File: config.mk
export PLATFORM = sky130hd
export DESIGN_NAME = lxf_field_seq
export DESIGN_NICKNAME = d
export VERILOG_FILES = /design/src/rtl/lxf_pkg.sv /design/src/rtl/lxf_vd_gate.sv /design/src/rtl/lxf_phase.sv /design/src/rtl/lxf_shutter.sv /design/src/rtl/lxf_field_seq.sv
export SDC_FILE = /design/constraint.sdc
export NUM_CORES = 1
export LEC_CHECK = 0
export ABC_AREA = 0
export CELL_PAD_IN_SITES_DETAIL_PLACEMENT = 1
export CELL_PAD_IN_SITES_GLOBAL_PLACEMENT = 2
export CORE_MARGIN = 1.5
export CORE_UTILIZATION = 27
export CTS_BUF_LIST = sky130_fd_sc_hd__clkbuf_8
export DETAILED_ROUTE_END_ITERATION = 6
export GPL_TIMING_DRIVEN = 0
export PLACE_DENSITY = 0.79
export SETUP_SLACK_MARGIN = 0.3
export SLEW_MARGIN = 20
export SYNTH_ARGS = -nofsm -noshare
export SYNTH_HDL_FRONTEND = slang
export SYNTH_SLANG_ARGS = --single-unit
File: constraint.sdc
create_clock -name clk -period 1.9 [get_ports clk]
set_input_delay 0.475 -clock clk [delete_from_list [all_inputs] [get_ports clk]]
set_output_delay 0.475 -clock clk [all_outputs]
set_load 0.1 [all_outputs]
File: src/rtl/lxf_pkg.sv
package lxf_pkg;
  typedef logic [1:0] phase_t;

  // last phase value of a still period: 2 for three fields, 3 for four
  function automatic phase_t period_last(input logic four_field);
    return four_field ? 2'd3 : 2'd2;
  endfunction
endpackage

File: src/rtl/lxf_vd_gate.sv
module lxf_vd_gate #(
  parameter int FIELD_W    = 3,
  parameter int MIN_FIELDS = 2
) (
  input  logic               clk,
  input  logic               rst,
  input  logic               vd_in,
  input  logic               vd_ctrl,
  input  logic               still_en,
  input  logic [FIELD_W-1:0] exp_fields,
  output logic               vd_rise,
  output logic               vd_out
);
  localparam logic [FIELD_W-1:0] MinCnt = FIELD_W'(MIN_FIELDS);

  logic vd_q;
  logic mask_q;
  logic mask_ok;
  logic mask_new;

  assign mask_ok  = still_en && (exp_fields >= MinCnt);
  assign mask_new = mask_ok && !vd_ctrl;
  assign vd_rise  = vd_in && !vd_q;

  always_ff @(posedge clk) begin
    if (rst) begin
      vd_q   <= 1'b0;
      mask_q <= 1'b0;
      vd_out <= 1'b0;
    end else begin
      vd_q <= vd_in;
      if (vd_rise) begin
        mask_q <= mask_new;
        vd_out <= vd_in && !mask_new;
      end else begin
        vd_out <= vd_in && !mask_q;
      end
    end
  end

  p_pass_r2: assert property (@(posedge clk) disable iff (rst)
    (vd_rise && vd_ctrl) |=> vd_out);
  p_src_r2: assert property (@(posedge clk) disable iff (rst)
    vd_out |-> $past(vd_in));
  p_mask_r3: assert property (@(posedge clk) disable iff (rst)
    (vd_rise && !vd_ctrl && still_en && exp_fields >= MinCnt) |=> !vd_out);
  p_ignore_r4: assert property (@(posedge clk) disable iff (rst)
    (vd_rise && !still_en) |=> vd_out);
endmodule

File: src/rtl/lxf_phase.sv
module lxf_phase
  import lxf_pkg::*;
(
  input  logic   clk,
  input  logic   rst,
  input  logic   vd_rise,
  input  logic   still_en,
  input  logic   drive_mode,
  output phase_t phase_q,
  output logic   readout_en,
  output logic   exp_start
);
  phase_t last;

  assign last      = period_last(drive_mode);
  assign exp_start = vd_rise && (!still_en || phase_q == 2'd0);

  always_ff @(posedge clk) begin
    if (rst) begin
      phase_q    <= 2'd0;
      readout_en <= 1'b0;
    end else if (!still_en) begin
      phase_q    <= 2'd0;
      readout_en <= vd_rise;
    end else begin
      readout_en <= 1'b0;
      if (vd_rise) begin
        if (phase_q >= last) begin
          phase_q    <= 2'd0;
          readout_en <= 1'b1;
        end else begin
          phase_q <= phase_q + 2'd1;
        end
      end
    end
  end

  p_ro_edge_r7: assert property (@(posedge clk) disable iff (rst)
    readout_en |-> $past(vd_rise));
  p_hold_r6: assert property (@(posedge clk) disable iff (rst)
    (still_en && !vd_rise) |=> $stable(phase_q));
  p_wrap_r6: assert property (@(posedge clk) disable iff (rst)
    (still_en && vd_rise && !drive_mode && phase_q == 2'd2) |=> phase_q == 2'd0);
  p_exit_r9: assert property (@(posedge clk) disable iff (rst)
    !still_en |=> phase_q == 2'd0);
endmodule

File: src/rtl/lxf_shutter.sv
module lxf_shutter #(
  parameter int STEP_W = 7
) (
  input  logic              clk,
  input  logic              rst,
  input  logic              start,
  input  logic [STEP_W-1:0] step,
  output logic              sweep_en
);
  localparam logic [STEP_W-1:0] One = STEP_W'(1);

  logic [STEP_W-1:0] cnt;

  always_ff @(posedge clk) begin
    if (rst) begin
      cnt      <= '0;
      sweep_en <= 1'b0;
    end else begin
      sweep_en <= (cnt == One);
      if (start)
        cnt <= step;
      else if (cnt != '0)
        cnt <= cnt - One;
    end
  end

  p_sweep_r8: assert property (@(posedge clk) disable iff (rst)
    sweep_en |-> $past(cnt) == One);
  p_zero_r8: assert property (@(posedge clk) disable iff (rst)
    (start && step == '0) |=> cnt == '0);
endmodule

File: src/rtl/lxf_field_seq.sv
module lxf_field_seq #(
  parameter int FIELD_W    = 3,
  parameter int STEP_W     = 7,
  parameter int MIN_FIELDS = 2
) (
  input  logic               clk,
  input  logic               rst,
  input  logic               vd_in,
  input  logic               vd_ctrl,
  input  logic               drive_mode,
  input  logic               still_en,
  input  logic [FIELD_W-1:0] exp_fields,
  input  logic [STEP_W-1:0]  shutter_step,
  output logic               vd_out,
  output logic               readout_en,
  output logic               sweep_en,
  output logic [1:0]         still_phase
);
  logic vd_rise;
  logic exp_start;

  lxf_vd_gate #(.FIELD_W(FIELD_W), .MIN_FIELDS(MIN_FIELDS)) u_gate (
    .clk(clk), .rst(rst), .vd_in(vd_in), .vd_ctrl(vd_ctrl),
    .still_en(still_en), .exp_fields(exp_fields),
    .vd_rise(vd_rise), .vd_out(vd_out)
  );

  lxf_phase u_phase (
    .clk(clk), .rst(rst), .vd_rise(vd_rise), .still_en(still_en),
    .drive_mode(drive_mode), .phase_q(still_phase),
    .readout_en(readout_en), .exp_start(exp_start)
  );

  lxf_shutter #(.STEP_W(STEP_W)) u_shutter (
    .clk(clk), .rst(rst), .start(exp_start), .step(shutter_step),
    .sweep_en(sweep_en)
  );

  p_reset_r1: assert property (@(posedge clk)
    rst |=> (!vd_out && !readout_en && !sweep_en && still_phase == 2'd0));
endmodule

Word level (Yosys, flattened, before mapping)
Index checks and enable logic that the tools add are counted.
{"block": "classes", "add_sub_neg": 2, "order_cmp": 2, "eq_ne": 1, "n_mux": 8, "bitwise": 1, "n_reduce_logical": 16}
{"cell": "$mux 7", "count": 2}
{"cell": "$eq 7x1->1 const B", "count": 1}
{"cell": "$reduce_bool 7->1", "count": 1}
{"cell": "$sub 7x1->7 const B", "count": 1}
{"cell": "$logic_and 1x1->1", "count": 6}
{"cell": "$logic_not 1->1", "count": 5}
{"cell": "$mux 1", "count": 5}
{"cell": "$ge 3x2->1 const B", "count": 1}
{"cell": "$add 2x1->2 const B", "count": 1}
{"cell": "$ge 2x2->1", "count": 1}
{"cell": "$logic_not 2->1", "count": 1}
{"cell": "$mux 2", "count": 1}
{"cell": "$reduce_bool 2->1", "count": 1}
{"cell": "$reduce_or 2->1", "count": 1}
{"cell": "$logic_or 1x1->1", "count": 1}
{"cell": "$not 1->1", "count": 1}
{"block": "totals", "ff_bits": 14, "input_bits": 16, "output_inout_bits": 5, "wordCells": 37}

Depth between registers and ports, before layout
{"block": "logic_depth", "word_depth": 6, "ltp_mapped": 6, "mapped_depth_nobuf": 6}

By module
A second synthesis with hierarchy kept.
{"block": "hier_totals", "cells_unflattened": 82, "area_unflattened_um2": 755.7}
{"mod": "lxf_shutter", "instances": 1, "cells_each": 53, "area_per_inst_um2": 461.7, "seq_area_each_um2": 160.2}
{"mod": "lxf_phase", "instances": 1, "cells_each": 19, "area_per_inst_um2": 175.2, "seq_area_each_um2": 60.1}
{"mod": "lxf_vd_gate", "instances": 1, "cells_each": 10, "area_per_inst_um2": 118.9, "seq_area_each_um2": 60.1}

Worst setup path before layout
No wires, ideal clock.
{"block": "synth_timing", "path_type": "register to register", "from": "reg u_phase.phase_q[0]", "to": "reg u_shutter.cnt[3]", "setup_time_ns": 0.070, "arrival_time_ns": 2.304, "required_ns": 1.830, "path_slack_ns": -0.474, "path_stages_with_launch": 7, "n_path_buf": 1, "period_less_slack_ns": 2.374, "cell_sequence": "dfxtp_1 > inv_1 > ha_1 > o21a_1 > clkbuf_1 > or3_2 > a21oi_1"}
{"block": "synth_via", "elab_chain_len": 4, "elab_cells_between_ends": 5, "classes_between": "mux (1); reduce/logical (4)"}
{"item": "from (decl)", "line": "lxf_phase.sv:9", "rtl": "output phase_t phase_q,"}
{"item": "from (signal assigned)", "line": "lxf_phase.sv:32", "rtl": "phase_q <= phase_q + 2'd1;"}
{"item": "$logic_not 2->1 *", "line": "lxf_phase.sv:16", "rtl": "assign exp_start = vd_rise && (!still_en || phase_q == 2'd0);"}
{"item": "$logic_or 1x1->1 *", "line": "lxf_phase.sv:16"}
{"item": "$logic_and 1x1->1 *", "line": "lxf_phase.sv:16"}
{"item": "$mux 7 / $reduce_bool 2->1 (equally long branches)"}
{"item": "to (signal assigned)", "line": "lxf_shutter.sv:21", "rtl": "cnt <= step;"}
{"item": "to (signal assigned)", "line": "lxf_shutter.sv:23", "rtl": "cnt <= cnt - One;"}
{"item": "to (decl)", "line": "lxf_shutter.sv:12", "rtl": "logic [STEP_W-1:0] cnt;"}
Every way passes the cells marked *; elsewhere a longest branch is shown, timed or not.
A chain may end at the register's enable or synchronous reset.

Final worst setup path
{"block": "layout_timing", "from": "reg u_shutter.cnt[5]", "to": "reg u_shutter.cnt[0]"}
{"block": "layout_via", "elab_chain_len": 2}
{"item": "$reduce_bool 7->1", "line": "lxf_shutter.sv:22", "rtl": "else if (cnt != '0)"}
{"item": "$reduce_bool 2->1 (no line)"}
Every way passes these cells.

==> flow_summary.yaml <==
clocking:
  cts.sinks: 14
  clock_latency_ns: 0.25
  cts_made_buffers: 3
  clockRootBuffer: "clkbuf_8"
  cts_tree: "yes"
  clk_transition_reported_paths_ns: 0.07
  htree_levels: 1
  clock_path_buffers: 2
route:
  via_count: 726
  ant_nets: 0
  drt_iter0_markers: 5
  post_drt_wl_per_cell_um: 13.16
  dr.pass1.iters: 4
  vias_per_cell: 4.939
  drc: 0
  routed_wl_um: 1934
critical_path:
  r2r_end: "u_shutter.cnt[0]"
  rrSetupSlack_ns: 0.24
  crit_required_ns: 2.09
  cp.arrival_ns: 1.85
  cp-end-kind: "flop"
  r2r-start: "u_shutter.cnt[5]"
  worstRegToRegCells: 4
  crit_path_end: "u_shutter.cnt[0]"
  crit_type: "reg2reg"
  crit_fanout: 5
  critPathLaunchType: "flop"
  crit_start: "u_shutter.cnt[5]"
yosys:
  synth.most_common_cell: "dfxtp_1"
  yosys_warnings: 0
  seq_area_frac_synth_pct: 38.29
  synthTopCellsByCount: "dfxtp_1 (14), nand2_1 (7), a21oi_1 (6), inv_1 (6), or3_2 (6)"
  synth.avg_cell_area_um2: 8.819
  synthesis.nets: 104
  netlist_instances: 83
  ys.flop_type: "dfxtp_1"
  ys_seq_elements: 14
  synth_top_area_share_pct: 38.29
  synth_edf_count: 0
  synth_cell_types: 28
  synth_area_um2: 732.0
  synth_top_area_cell: "dfxtp_1"
  synthArstFlopShare_pct: 0
  synthTopCellsByArea: "dfxtp_1 (38%), ha_1 (8.5%), or3_2 (6.2%)"
run_status:
  status: "finished, final reports clean"
grt:
  grtUsageTotal_pct: 14.25
  antenna_found_initial: 0
  grt_overflow_total: 0
  grt_pass1_wl_um: 2953
  grt_pass1_vias: 664
  grt_max_degree: 11
min_path:
  min_path_type: "reg2reg"
  holdPathStages: 2
floorplan:
  die_y_um: 55.07
  dieArea_um2: 3032
  core_um2: 2522
  ioPinCount: 21
  rows: 18
  die_w_um: 55.07
  start_util_pct: 29.02
sta:
  rsz0062_at_grt: "true"
  finalHoldViolCount: 0
  skew_ns: 0.005210
  fin_crit_sh_pct: 87.55
  maxSlewViolCount: 0
  max_clock_freq_mhz: 601.1
  setup_violations: 0
  hold_slack_ns: 0.4925
  max_slew_margin_pct: 66.09
  fin_crit_ns: 1.664
  timing.final.ws_setup_ns: 0.2365
  worstMarginPinSlew_ns: 0.5137
cells_and_area:
  final_area_um2: 1142
  drive_gt1_share_pct: 40.17
  diodes: 0
  fillers: 301
  final_nets: 139
  instances_no_fill: 147
  area_growth_pct: 56.07
power:
  p_total_mw: 1.232
  power_density_nw_per_um2: 1079
  peakVddDrop_mv: 0.5162
  leakage_nw: 0.4731
place:
  gp_congestion: 0.7817
  hpwl_um: 1342
  dp_cells: 132
  portBuffers: 19
  place_area_um2: 999.7
  dp_slack_ns: -0.1143
flow_run:
  max_cap_violations: 0
## through the flow
step,TNS (ns),util [%]
3_3_place_gp,-0.4554,39.63
6_report,0,45.29
3_5_place_dp,-0.5692,39.63
4_1_cts,0,44.64
2_1_floorplan,0,-
5_1_grt,0,45.29
## logic make-up after synthesis
kind of cell               after synthesis  synth area share [%]
xor gates and xnor gates                 5                 5.984
DFF                                     14                 38.29
adders and majority gates                5                 8.547
AOI/OAI and AO/OA                       13                 10.43
and+or+nand+nor                         38                 32.65
buffers and inverters                    8                 4.103
## layer usage
| layer | vias up | global-route usage, % | share of wire (%) |
|---|---|---|---|
| met5 | - | 0 | 0 |
| li1 | 356 | - | - |
| met1 | 357 | 17.32 | 45 |
| met3 | 2 | 2.688 | 3.1 |
| met2 | 11 | 23.81 | 51 |
| met4 | 0 | 7.317 | 0.88 |
## critical path: stages, from the launching register on
cell and delay [ns]:
dfxtp_2 0.33, or4_4 0.56, nor2_4 0.16, or4b_4 0.47, nand3_2 0.08
## worst min-delay path by stage
stage | startpoint | endpoint | slack (ns)
after floorplan | u_shutter.cnt[6] | u_shutter.sweep_en | 0.43
after global placement | u_shutter.cnt[6] | u_shutter.sweep_en | 0.47
after detailed placement | u_shutter.cnt[6] | u_shutter.sweep_en | 0.49
after CTS | u_shutter.cnt[6] | u_shutter.sweep_en | 0.49
after global routing | u_phase.phase_q[1] | u_phase.phase_q[1] | 0.54
final | u_phase.phase_q[1] | u_phase.phase_q[1] | 0.49
## sequential cells by signal, indices dropped and copies added (netlist names)
signal / flops
u_gate.vd_out: 1
u_shutter.cnt: 7
u_gate.vd_q: 1
u_gate.mask_q: 1
u_phase.phase_q: 2
u_phase.readout_en: 1
u_shutter.sweep_en: 1
## final cells by class
class / instances / area, um2 / area share [%]
Tap cell: 30 / 37.54 / 3.286
Inverter: 6 / 25.02 / 2.191
Clock buffer: 3 / 41.29 / 3.614
Timing Repair Buffer: 30 / 247.7 / 21.69
Clock inverter: 1 / 3.754 / 0.3286
Multi-Input combinational cell: 61 / 473.0 / 41.40
Sequential cell: 14 / 295.3 / 25.85
Buffer: 2 / 18.77 / 1.643
## layout by cell type (no fill, tap or decap), drive strengths merged, types with 2 or more instances in the layout
| cell | count |
|---|---|
| nor2b | 2 |
| clkbuf | 5 |
| dfxtp | 14 |
| nand3b | 4 |
| ha | 5 |
| a21oi | 6 |
| dlygate4sd2 | 2 |
| nand2b | 2 |
| o21ai | 4 |
| or3 | 6 |
| or4 | 2 |
| nor2 | 6 |
| clkdlybuf4s50 | 12 |
| xor2 | 2 |
| nand3 | 2 |
| inv | 6 |
| buf | 15 |
| xnor2 | 3 |
| nand2 | 7 |
## where the power goes
| group | switching (mW) | internal (mW) | leakage, nW |
|---|---|---|---|
| sequential | 0.0503 | 0.349 | 0.118 |
| clock | 0.116 | 0.143 | 0.0231 |
| combinational | 0.259 | 0.314 | 0.332 |
## timing repair
item,CTS,global route
setup endpoints to repair,13,10
setup buffers,9,2
hold buffers,0,0
pin swaps,4,3
resized for setup,31,16
cloned,0,0
Note: power is estimated with default switching activity, not from simulation.
